## src/rtl/ssp_pkg.sv

```systemverilog
package ssp_pkg;
  localparam int CMD_W  = 8;
  localparam int SEL_W  = 3;
  localparam int NREG   = 1 << SEL_W;
  localparam int NARROW = 8;

  typedef enum logic [1:0] {
    ST_CMD = 2'd0,
    ST_ARM = 2'd1,
    ST_WR  = 2'd2,
    ST_RD  = 2'd3
  } ssp_state_e;
endpackage

```

## src/rtl/ssp_sync_edge.sv

```systemverilog
module ssp_sync_edge #(
  parameter int STAGES = 2
) (
  input  logic clk,
  input  logic rst,
  input  logic pol,
  input  logic sclk,
  input  logic sdi,
  input  logic cs_n,
  output logic act_edge,
  output logic ret_edge,
  output logic din,
  output logic selected
);
  localparam int W = 3;

  logic [W-1:0] raw;
  logic [W-1:0] rst_val;
  logic [W-1:0] chain [STAGES];
  logic         lvl_prev;
  logic         lvl_now;

  assign raw     = {cs_n, sdi, sclk};
  assign rst_val = {1'b1, 1'b0, pol};

  for (genvar g = 0; g < STAGES; g++) begin : g_stage
    if (g == 0) begin : g_first
      always_ff @(posedge clk) begin
        if (rst) chain[g] <= rst_val;
        else     chain[g] <= raw;
      end
    end else begin : g_next
      always_ff @(posedge clk) begin
        if (rst) chain[g] <= rst_val;
        else     chain[g] <= chain[g-1];
      end
    end
  end

  // normalised level: 1 means away from idle
  assign lvl_now = chain[STAGES-1][0] ^ pol;

  always_ff @(posedge clk) begin
    if (rst) lvl_prev <= 1'b0;
    else     lvl_prev <= lvl_now;
  end

  assign act_edge = lvl_now & ~lvl_prev;
  assign ret_edge = ~lvl_now & lvl_prev;
  assign din      = chain[STAGES-1][1];
  assign selected = ~chain[STAGES-1][2];
endmodule

```

## src/rtl/ssp_ready_flag.sv

```systemverilog
module ssp_ready_flag (
  input  logic clk,
  input  logic rst,
  input  logic set_p,
  input  logic clr_p,
  output logic rdy,
  output logic rdy_n
);
  logic nxt;

  always_comb begin
    nxt = rdy;
    if (clr_p) nxt = 1'b0;
    if (set_p) nxt = 1'b1;
  end

  always_ff @(posedge clk) begin
    if (rst) begin
      rdy   <= 1'b0;
      rdy_n <= 1'b1;
    end else begin
      rdy   <= nxt;
      rdy_n <= ~nxt;
    end
  end
endmodule

```

## src/rtl/ssp_frame_ctrl.sv

```systemverilog
module ssp_frame_ctrl
  import ssp_pkg::*;
#(
  parameter int               DW        = 24,
  parameter logic [NREG-1:0]  WIDE_MASK = 8'b0110_0000,
  parameter int               DATA_REG  = 5
) (
  input  logic             clk,
  input  logic             rst,
  input  logic             act_edge,
  input  logic             ret_edge,
  input  logic             din,
  input  logic             selected,
  input  logic             rdy,
  input  logic [DW-1:0]    rd_data,
  output logic [SEL_W-1:0] rd_sel,
  output logic             sdo,
  output logic             sdo_oe,
  output logic [NREG-1:0]  wr_en,
  output logic [DW-1:0]    wr_data,
  output logic             data_read_done
);
  localparam int CNTW = $clog2(DW + 1);
  localparam logic [CNTW-1:0] LEN_WIDE   = CNTW'(DW);
  localparam logic [CNTW-1:0] LEN_NARROW = CNTW'(NARROW);
  localparam logic [CNTW-1:0] CMD_LAST   = CNTW'(CMD_W - 1);

  ssp_state_e       state;
  logic [CNTW-1:0]  cnt;
  logic [CNTW-1:0]  len_q;
  logic [DW-1:0]    shreg;
  logic [SEL_W-1:0] sel_q;
  logic [CMD_W-1:0] cmd_byte;
  logic [SEL_W-1:0] cmd_sel;
  logic             cmd_rd;
  logic             last_bit;

  assign cmd_byte = {shreg[CMD_W-2:0], din};
  assign cmd_sel  = cmd_byte[6:4];
  assign cmd_rd   = cmd_byte[3];
  assign last_bit = (cnt == len_q - 1'b1);

  always_ff @(posedge clk) begin
    if (rst || !selected) begin
      state          <= ST_CMD;
      cnt            <= '0;
      len_q          <= LEN_NARROW;
      shreg          <= '0;
      sel_q          <= '0;
      rd_sel         <= '0;
      sdo            <= 1'b0;
      sdo_oe         <= 1'b0;
      wr_en          <= '0;
      wr_data        <= '0;
      data_read_done <= 1'b0;
    end else begin
      wr_en          <= '0;
      data_read_done <= 1'b0;
      unique case (state)
        ST_CMD: begin
          if (act_edge) begin
            shreg <= {shreg[DW-2:0], din};
            cnt   <= cnt + 1'b1;
            if (cnt == CMD_LAST) begin
              cnt <= '0;
              if (!cmd_byte[7]) begin
                sel_q <= cmd_sel;
                len_q <= WIDE_MASK[cmd_sel] ? LEN_WIDE : LEN_NARROW;
                if (cmd_rd) begin
                  rd_sel <= cmd_sel;
                  state  <= ST_ARM;
                end else if (cmd_sel != '0) begin
                  state <= ST_WR;
                end
              end
            end
          end
        end
        ST_ARM: begin
          if (sel_q == '0)
            shreg <= {rdy, {(DW-1){1'b0}}};
          else if (WIDE_MASK[sel_q])
            shreg <= rd_data;
          else
            shreg <= {rd_data[NARROW-1:0], {(DW-NARROW){1'b0}}};
          sdo_oe <= 1'b1;
          state  <= ST_RD;
        end
        ST_RD: begin
          if (ret_edge) begin
            sdo   <= shreg[DW-1];
            shreg <= {shreg[DW-2:0], 1'b0};
          end
          if (act_edge) begin
            cnt <= cnt + 1'b1;
            if (last_bit) begin
              cnt            <= '0;
              sdo_oe         <= 1'b0;
              state          <= ST_CMD;
              data_read_done <= (sel_q == SEL_W'(DATA_REG));
            end
          end
        end
        ST_WR: begin
          if (act_edge) begin
            shreg <= {shreg[DW-2:0], din};
            cnt   <= cnt + 1'b1;
            if (last_bit) begin
              cnt          <= '0;
              state        <= ST_CMD;
              wr_en[sel_q] <= 1'b1;
              if (len_q == LEN_NARROW)
                wr_data <= {{(DW-NARROW){1'b0}}, shreg[NARROW-2:0], din};
              else
                wr_data <= {shreg[DW-2:0], din};
            end
          end
        end
        default: state <= ST_CMD;
      endcase
    end
  end
endmodule

```

## src/rtl/ssp_cmd_port.sv

```systemverilog
module ssp_cmd_port
  import ssp_pkg::*;
#(
  parameter int               DW          = 24,
  parameter logic [NREG-1:0]  WIDE_MASK   = 8'b0110_0000,
  parameter int               DATA_REG    = 5,
  parameter int               SYNC_STAGES = 2
) (
  input  logic             clk,
  input  logic             rst,
  input  logic             sclk,
  input  logic             sdi,
  input  logic             cs_n,
  input  logic             pol,
  input  logic             new_result,
  input  logic [DW-1:0]    rd_data,
  output logic             sdo,
  output logic             sdo_oe,
  output logic             rdy_n,
  output logic [SEL_W-1:0] rd_sel,
  output logic [NREG-1:0]  wr_en,
  output logic [DW-1:0]    wr_data
);
  logic act_edge, ret_edge, din, selected;
  logic rdy, data_read_done;

  ssp_sync_edge #(.STAGES(SYNC_STAGES)) u_sync (
    .clk      (clk),
    .rst      (rst),
    .pol      (pol),
    .sclk     (sclk),
    .sdi      (sdi),
    .cs_n     (cs_n),
    .act_edge (act_edge),
    .ret_edge (ret_edge),
    .din      (din),
    .selected (selected)
  );

  ssp_frame_ctrl #(
    .DW        (DW),
    .WIDE_MASK (WIDE_MASK),
    .DATA_REG  (DATA_REG)
  ) u_frame (
    .clk            (clk),
    .rst            (rst),
    .act_edge       (act_edge),
    .ret_edge       (ret_edge),
    .din            (din),
    .selected       (selected),
    .rdy            (rdy),
    .rd_data        (rd_data),
    .rd_sel         (rd_sel),
    .sdo            (sdo),
    .sdo_oe         (sdo_oe),
    .wr_en          (wr_en),
    .wr_data        (wr_data),
    .data_read_done (data_read_done)
  );

  ssp_ready_flag u_rdy (
    .clk   (clk),
    .rst   (rst),
    .set_p (new_result),
    .clr_p (data_read_done),
    .rdy   (rdy),
    .rdy_n (rdy_n)
  );
endmodule

```

## config.mk

```make
export PLATFORM = sky130hd
export DESIGN_NAME = ssp_cmd_port
export DESIGN_NICKNAME = d
export VERILOG_FILES = /design/src/rtl/ssp_pkg.sv /design/src/rtl/ssp_sync_edge.sv /design/src/rtl/ssp_ready_flag.sv /design/src/rtl/ssp_frame_ctrl.sv /design/src/rtl/ssp_cmd_port.sv
export SDC_FILE = /design/constraint.sdc
export NUM_CORES = 1
export LEC_CHECK = 0
export BUFFER_PORTS_ARGS = -buffer_cell sky130_fd_sc_hd__buf_4
export CAP_MARGIN = 20
export CORE_MARGIN = 8
export CORE_UTILIZATION = 35
export CTS_CLUSTER_DIAMETER = 30
export DETAILED_ROUTE_END_ITERATION = 10
export PLACE_DENSITY_LB_ADDON = 0.12
export SYNTH_ARGS = -nofsm -noshare
export SYNTH_HDL_FRONTEND = slang
export SYNTH_SLANG_ARGS = --single-unit
```

## constraint.sdc

```tcl
create_clock -name clk -period 4.6 [get_ports clk]
set_input_delay 0.46 -clock clk [delete_from_list [all_inputs] [get_ports clk]]
set_output_delay 0.46 -clock clk [all_outputs]
set_load 0.01 [all_outputs]
```

-- Word level (Yosys, flattened, before mapping)
Memory sizes are Yosys's and may differ from the RTL's. A register that Yosys moved wholly into a read port is not among the register bits.
Cells that the tools add are included.
- memory bits (read-only): 16
- register bits after elaboration: 80
- input port bits: 31
- RAM bits: 6
- output and inout bits: 38
- memories: 3
- magnitude comparators: 3
- reductions and logical operators: 19
- equal/unequal tests: 17
- mux-type cells: 38
- add/subtract/negate cells: 2
- bitwise operators: 13
- memory list (name ; depth ; width ; read ports ; clocked after Yosys merged registers in ; write ports ; line ; RTL):
    (name not given) ; 8 ; 1 ; 1 ; 1 ; 0 ; ssp_frame_ctrl.sv:82 ; else if (WIDE_MASK[sel_q])
    (name not given) ; 8 ; 1 ; 1 ; 1 ; 0 ; ssp_frame_ctrl.sv:68 ; len_q <= WIDE_MASK[cmd_sel] ? LEN_WIDE : LEN_NARROW;
    u_sync.chain ; 2 ; 3 ; 2 ; 0 ; 2 ; ssp_sync_edge.sv:19 ; logic [W-1:0] chain [STAGES];
- operators by type and width (kind ; count):
    $mux 24 ; 5
    $pmux 24 s3 ; 1
    $mux 5 ; 5
    $mux 3 ; 6
    $mux 2 ; 7
    $mux 1 ; 10
    $ne 2x1->1 const B ; 5
    $pmux 5 s2 ; 1
    $reduce_and 3->1 ; 3
    $lt 3x4->1 const B ; 2
    $ne 2x2->1 const B ; 4
    $not 1->1 ; 8
    $reduce_or 4->1 ; 2
    $pmux 2 s3 ; 1
    $reduce_and 6->1 ; 1
    $add 5x1->5 const B ; 1
    $eq 5x3->1 const B ; 1
    $eq 5x4->1 const B ; 1
    $eq 5x5->1 ; 1
    $reduce_and 5->1 ; 1
    $sub 5x1->5 const B ; 1
    $eq 2x2->1 const B ; 2
    $reduce_and 2->1 ; 2
    $reduce_and 4->1 ; 1
    other kinds (16) ; 20

-- Logic depth before layout (Yosys ltp)
Gate-level depths: netlist of the first run.
An unclocked memory read counts as a cell.
- depth in word-level cells: 8
- depth in mapped cells: 8
- mapped depth without buffers: 5

-- Modules after synthesis
From an unflattened synthesis of the first run, not the netlist that was laid out.
- cell total of the unflattened synthesis: 385
- area, all modules: 3457.1 um^2
- by module, submodules not included (module ; area each (um^2) ; times used ; cells an instance ; sequential area each (um^2)):
    ssp_frame_ctrl ; 3173.0 ; 1 ; 359 ; 1501.4
    ssp_sync_edge ; 212.7 ; 1 ; 21 ; 140.1
    ssp_ready_flag ; 71.3 ; 1 ; 5 ; 40.0

-- Least setup slack after synthesis of the first run
OpenSTA, ideal clock, no wires.
- path type: input to register
- from: input port pol
- to: register u_frame.cnt[4]
- setup slack: 2.737 ns
- stages: 5
- data required time: 4.530 ns
- arrival: 1.792 ns
- path through: xnor2_1 > buf_4 > or4_4 > or3b_1 > a21oi_1
- cells in the longest elaborated chain, start to end: 4
- elaborated cells between the ends (all ways): 5
- RTL lines (element ; line ; RTL):
    from (decl) ; ssp_cmd_port.sv:14 ; input logic pol,
    $xor 1x1->1 (*) ; ssp_sync_edge.sv:41 ; assign lvl_now = chain[STAGES-1][0] ^ pol;
    $and 1x1->1 (*) ; ssp_sync_edge.sv:48 ; assign act_edge = lvl_now & ~lvl_prev;
    $ne 2x2->1 (no source line) or $ne 2x1->1 (tied branches) ; n/a ;
    $reduce_and 3->1 (no source line) (*) ; n/a ;
    to (signal assigned) ; ssp_frame_ctrl.sv:63 ; cnt <= cnt + 1'b1;
    to (signal assigned) ; ssp_frame_ctrl.sv:95 ; cnt <= cnt + 1'b1;
    to (signal assigned) ; ssp_frame_ctrl.sv:107 ; cnt <= cnt + 1'b1;
    to (decl) ; ssp_frame_ctrl.sv:29 ; logic [CNTW-1:0] cnt;
Mark *: on every way between the ends. The rest lies on a longest branch, timed or not.
A chain may end at the register's enable or synchronous reset.

-- Worst setup path after layout of the first run
- from: register u_frame.cnt[0]
- to: register u_frame.wr_data[20]
- cells in the longest elaborated chain, start to end: 2
- RTL lines (element ; line ; RTL):
    $eq 5x5->1 ; ssp_frame_ctrl.sv:41 ; assign last_bit = (cnt == len_q - 1'b1);
    $reduce_and 3->1 (no source line) ; n/a ;
    to (signal assigned) ; ssp_frame_ctrl.sv:113 ; wr_data <= {{(DW-NARROW){1'b0}}, shreg[NARROW-2:0], din};
    to (signal assigned) ; ssp_frame_ctrl.sv:115 ; wr_data <= {shreg[DW-2:0], din};
    to (decl) ; ssp_frame_ctrl.sv:20 ; output logic [DW-1:0] wr_data,
No other way between the ends.

==> results of run 1 <==
[synthesized netlist by cell type, drive strengths merged, types with 4 or more instances]
| master | number |
|---|---|
| mux2i | 4 |
| nor2 | 8 |
| a22oi | 17 |
| a211oi | 20 |
| nor2b | 5 |
| dfxtp | 84 |
| buf | 11 |
| a311oi | 5 |
| nor3 | 8 |
| clkbuf | 22 |
| or2 | 4 |
| mux2 | 7 |
| nor4 | 9 |
| xnor2 | 7 |
| a22o | 16 |
| a21oi | 43 |
| nand3 | 14 |
| nand2 | 27 |
| o21ai | 21 |
[metrics by stage]
stage	hold slack [ns]	instance area, um^2
finish	0.2831	4265
global route	0.2712	4265
CTS	0.2689	4250
detailed placement	0.3951	4003
global placement	0.3987	4003
floorplan	0.3895	3428
[layout by cell type (no fill, tap or decap), types with 4 or more instances in the layout]
master	count
nor4_1	8
mux2i_1	4
a21oi_1	43
dfxtp_1	84
buf_4	73
nand3_1	14
nand2_1	27
clkbuf_8	9
nor2_1	8
a311oi_1	5
a211oi_1	20
mux2_2	7
nor2b_1	5
or2_2	4
nor3_1	6
a22oi_1	17
xnor2_1	7
a22o_1	16
o21ai_0	21
[worst max-delay path by stage]
stage / slack, ns / end / cells after the start / startpoint
finish: 2.21 / u_frame.wr_data[20] / 5 / u_frame.cnt[0]
floorplan: 2.74 / u_frame.cnt[4] / 5 / pol
detailed placement: 2.05 / u_frame.shreg[5] / 7 / pol
CTS: 2.14 / flip-flop / 4 / u_frame.state[1]
global placement: 2.12 / u_frame.shreg[5] / 7 / pol
global route: 2.06 / u_frame.wr_data[20] / 5 / u_frame.cnt[0]
[cell type report]
class,instances,share of cell area [%]
Sequential cell,84,39.42
Multi-Input combinational cell,247,37.40
Timing Repair Buffer,74,13.20
Tap cell,133,3.901
Clock buffer,9,2.904
Clock inverter,7,2.904
Inverter,3,0.2640
[logic make-up after synthesis]
logic type	Yosys count
AO/OA/AOI/OAI	133
multiplexers	11
XOR/XNOR	8
adder cells (fa/ha/maj)	1
buffers and inverters	36
AND/OR/NAND/NOR	94
flip-flops	84
[critical path: cells and delay by family, from the launching register on]
kind / cells / cell delay (ns)
simple gates: 3 / 1.51
flops: 1 / 0.37
compound gates: 1 / 0.23
fa+ha+maj: 1 / 0.21
[registers in the layout (all words and copies together), names as in the netlist, named ones only]
register and flops:
u_frame.shreg 24, u_frame.wr_data 24, u_frame.wr_en 8, u_sync.chain 6, u_frame.cnt 5, u_frame.rd_sel 3, u_frame.sel_q 3, u_frame.state 2
u_frame.data_read_done 1, u_frame.len_q 1, u_frame.sdo 1, u_frame.sdo_oe 1, u_rdy.rdy 1, u_rdy.rdy_n 1, u_sync.lvl_prev 1
[layer usage]
layer | global-route usage [%] | share of wire (%)
met2 | 23.46 | 45
met3 | 4.149 | 6.1
met5 | 0 | 0
met4 | 4.816 | 1.4
met1 | 19.55 | 48
[power breakdown]
group          switching [W]  total [W]  internal [W]
Combinational      0.0000562   0.000103     0.0000472
Sequential        0.00000923   0.000745      0.000735
Clock               0.000282   0.000646      0.000364
Total               0.000347    0.00149       0.00115
==> results.py, run 1 <==
metrics = {
    "synth": {
        "synth_top_family_by_area": "compound AO/OA/AOI/OAI gates",
        "synth-xor-area-share_pct": 2.044,
        "yosysTopAreaCell": "dfxtp_1",
        "synth_flop_cell": "dfxtp_1",
        "synth_compound_area_share_pct": 25.58,
        "yosysWarningCount": 0,
        "netlist_instances": 367,
        "ys_types": 47,
        "synth_top_area_share_pct": 49.05,
        "syn_nets": 399,
        "synth_fa_ha_area_share_pct": 0.3650,
        "synth_simple_gate_area_share_pct": 15.07,
        "synth.area.mux_share_pct": 3.467,
        "synth_seq_area_share_pct": 49.05,
        "ys_seq_elements": 84,
        "yosys-top-cells-area": "dfxtp_1, a21oi_1, a211oi_1",
        "syn_avg_cell_area_um2": 9.341,
        "synth_edf_count": 0,
        "synthArstFlopShare_pct": 0,
        "synth_area_um2": 3428,
    },
    "setup_path": {
        "critPathSlowestCell": "nor3_4",
        "max_stage_delay_ns": 0.71,
        "critPathKind": "flip-flop to flip-flop",
        "cp.required_ns": 4.90,
        "crit_fanout": 16,
        "cp.arrival_ns": 2.69,
        "reg2reg_from": "u_frame.cnt[0]",
        "worstSetupEndpointType": "flip-flop",
        "start_kind": "flip-flop",
        "path_cells": "ha_1 -> nand4bb_1 -> or3_1 -> nor3_4 -> a22o_1",
        "r2r_slack_ns": 2.21,
        "timing.rr.end": "u_frame.wr_data[20]",
        "r2r_cells": 5,
    },
    "place": {
        "port_buffers": 68,
        "gp_congestion": 0.7709,
        "place_inst": 540,
        "hpwl_mm": 6.420,
        "dp_slack_ns": 2.050,
    },
    "cells_and_area": {
        "regArea_um2": 1682,
        "nFillCells": 980,
        "stdcell_count": 557,
        "area_growth_pct": 24.42,
        "insertedDiodeCount": 0,
        "fin_nets": 451,
        "final_core_util_pct": 44.25,
        "drive_gt1_share_pct": 25.71,
        "multi_input_area_um2": 1595,
    },
    "timing": {
        "worst_pin_slew_ns": 0.9414,
        "hold_viol_final": 0,
        "clock_skew_ns": 0.01551,
        "rsz0062_at_grt": "no",
        "setup_ws_ns": 2.212,
        "slew_headroom_pct": 37.24,
        "fmax_mhz": 418.8,
        "finalCritPeriodShare_pct": 51.91,
        "setup_tns_ns": 0,
        "slew_viol_final": 0,
        "layout_min_cycle_time_ns": 2.388,
        "setup-violations-final": 0,
    },
    "clocking": {
        "path_clk_slew_ns": 0.08,
        "cts.sinks": 84,
        "tritoncts": "yes",
        "numCtsBuffers": 9,
        "clock_latency_ns": 0.36,
        "cts_resized": 0,
        "cts_max_path_buffers": 2,
        "htree_levels": 3,
        "root_buffer": "clkbuf_8",
        "ctsHoldBuffers": 0,
        "cts_setup_buffers": 0,
    },
    "power_and_ir_drop": {
        "p_leak_nw": 1.553,
        "irDropWorstVdd_uv": 172.6,
        "power_w": 0.001494,
        "powerDensity_nw_per_um2": 350.3,
    },
    "routing": {
        "drtPass1Iterations": 4,
        "vias": 2962,
        "wirelength_mm": 9.483,
        "drc": 0,
        "drt_iter0_markers": 176,
        "viasPerCell": 5.318,
        "drtAntennaViolNets": 0,
        "avgRoutedWirePerCell_um": 17.03,
    },
    "hold_path": {
        "hp-start": "cs_n",
        "hold_path_depth": 2,
        "min_path_type": "input pin to flip-flop",
        "hold_end": "u_sync.chain[0][2]",
    },
    "floorplanning": {
        "core_um2": 9639,
        "io_pins": 69,
        "initial_core_util_pct": 35.57,
        "rows": 36,
        "die_w_um": 115.0,
        "die_height_um": 115.0,
        "die_area_um2": 13220,
    },
    "global_route": {
        "antenna_found_initial": 0,
        "grt_first_pass_wirelength_mm": 15.77,
        "grt_max_degree": 29,
        "grt_pass1_vias": 2995,
        "grtUsageTotal_pct": 15.01,
        "overflow": 0,
    },
    "status": {
        "status": "finished clean",
    },
    "job": {
        "maxCapViolCount": 0,
    },
}
(Power assumes the default switching activity.)
==> inputs of run 2 (changes only) <==
Clock period 4.6 ns to 2.3 ns, I/O delays scaled along.
==> results.py, run 2 (synthesized netlist as in run 1, its figures left out) <==
metrics = {
    "place": {
        "dp_slack_ns": 0.2886,
        "gp_congestion": 0.8016,
        "port_buffers": 68,
        "hpwl_mm": 6.852,
        "place_inst": 554,
    },
    "cells_and_area": {
        "reg.largest.list": "u_frame.shreg x24, u_frame.wr_data x24, u_frame.wr_en x8",
        "insertedDiodeCount": 0,
        "stdcell_count": 570,
        "final_common_cell": "buf_4",
        "nFillCells": 999,
        "drive_gt1_share_pct": 27.69,
        "fin_nets": 464,
        "final_core_util_pct": 44.61,
        "area_growth_pct": 25.44,
        "regArea_um2": 1682,
        "layout_common_cells": "buf_4, dfxtp_1, a21oi_1",
        "multi_input_area_um2": 1595,
    },
    "setup_path": {
        "critPathKind": "flip-flop to flip-flop",
        "path_buf_inv": 0,
        "critPathSlowestCell": "nor3_4",
        "path_cells": "ha_1 -> nand4bb_1 -> or3_1 -> nor3_4 -> a22o_1",
        "worstSetupEndpointType": "flip-flop",
        "max_stage_delay_ns": 0.64,
        "start_kind": "flip-flop",
        "crit_family": "simple AND/OR/NAND/NOR gates",
        "cp.arrival_ns": 2.29,
        "cp.required_ns": 2.59,
        "crit_fanout": 16,
    },
    "clocking": {
        "cts_resized": 0,
        "clock_latency_ns": 0.35,
        "cts.sinks": 84,
        "ctsHoldBuffers": 0,
        "path_clk_slew_ns": 0.08,
        "root_buffer": "clkbuf_8",
        "numCtsBuffers": 9,
        "tritoncts": "yes",
        "htree_levels": 3,
        "cts_max_path_buffers": 2,
        "cts_setup_buffers": 0,
    },
    "routing": {
        "vias": 3027,
        "viasPerCell": 5.311,
        "drtPass1Iterations": 5,
        "drc": 0,
        "drtAntennaViolNets": 0,
        "wirelength_mm": 9.789,
        "avgRoutedWirePerCell_um": 17.17,
        "drt_iter0_markers": 149,
    },
    "timing": {
        "holdWs_ns": 0.06113,
        "slew_headroom_pct": 52.38,
        "fmax_mhz": 499.5,
        "worst_pin_slew_ns": 0.7120,
        "slew_viol_final": 0,
        "setup-violations-final": 0,
        "layout_min_cycle_time_ns": 2.002,
        "clock_skew_ns": 0.01381,
        "finalCritPeriodShare_pct": 87.04,
        "rsz0062_at_grt": "no",
        "setup_tns_ns": 0,
        "hold_viol_final": 0,
        "setup_ws_ns": 0.2980,
    },
    "floorplanning": {
        "die_height_um": 115.0,
        "core_um2": 9639,
        "die_area_um2": 13220,
        "die_w_um": 115.0,
        "io_pins": 69,
        "rows": 36,
        "initial_core_util_pct": 35.57,
    },
    "power_and_ir_drop": {
        "p_leak_nw": 1.590,
        "powerDensity_nw_per_um2": 638.0,
        "irDropWorstVdd_uv": 244.6,
    },
    "global_route": {
        "grtUsageTotal_pct": 14.81,
        "grt_pass1_vias": 2988,
        "overflow": 0,
        "antenna_found_initial": 0,
        "grt_first_pass_wirelength_mm": 15.55,
        "grt_max_degree": 32,
    },
    "job": {
        "maxCapViolCount": 0,
    },
    "status": {
        "status": "finished clean",
    },
    "hold_path": {
        "min_path_type": "input pin to flip-flop",
    },
}
==> run 2: cell count changes in the layout (fill, tap and decap cells not counted), sizes merged <==
cell,before,now
buf,74,87
bufinv,3,1
clkinv,2,4
clkbuf,9,10
inv,4,3
==> run 2: metrics by stage <==
step	area (um^2)	total power, W
floorplan	3428	0.001652
global placement	4108	0.001737
detailed placement	4108	0.001739
CTS	4300	0.002772
global route	4300	0.002855
finish	4300	0.002743
==> run 2: layout make-up <==
class	count	share of cell area, %
sequential	84	39.10
timing repair buffer	87	15.19
multi-input combinational	247	37.10
inverter	3	0.2619
clock buffer	10	2.968
tap	133	3.870
clock inverter	6	1.513
==> run 2: worst paths after layout <==
check | startpoint | to | slack [ns] | depth (start not counted)
setup reg to reg | u_frame.cnt[0] | u_frame.wr_data[18] | 0.30 | 5
hold reg to reg | u_sync.chain[0][2] | u_sync.chain[1][2] | 0.42 | 1
hold / removal | cs_n | u_sync.chain[0][2] | 0.06 | 2
setup / recovery | u_frame.cnt[0] | u_frame.wr_data[18] | 0.30 | 5
==> run 2: routing by layer <==
| layer | part of all wire [%] | vias to the layer above | track usage [%] | wire [um] |
|---|---|---|---|---|
| met5 | 0 | - | 0 | 0 |
| met4 | 1.7 | 0 | 6.130 | 165 |
| met3 | 5.9 | 14 | 3.466 | 575 |
| met2 | 44 | 87 | 23.11 | 4351 |
| met1 | 48 | 1431 | 19.20 | 4697 |
| li1 | - | 1495 | - | - |
==> run 2: power breakdown <==
group | total [W] | internal, W | switching (W)
registers | 0.00149 | 0.00147 | 0.0000171
logic | 0.000217 | 0.0000994 | 0.000117
clock network | 0.00104 | 0.000502 | 0.000536
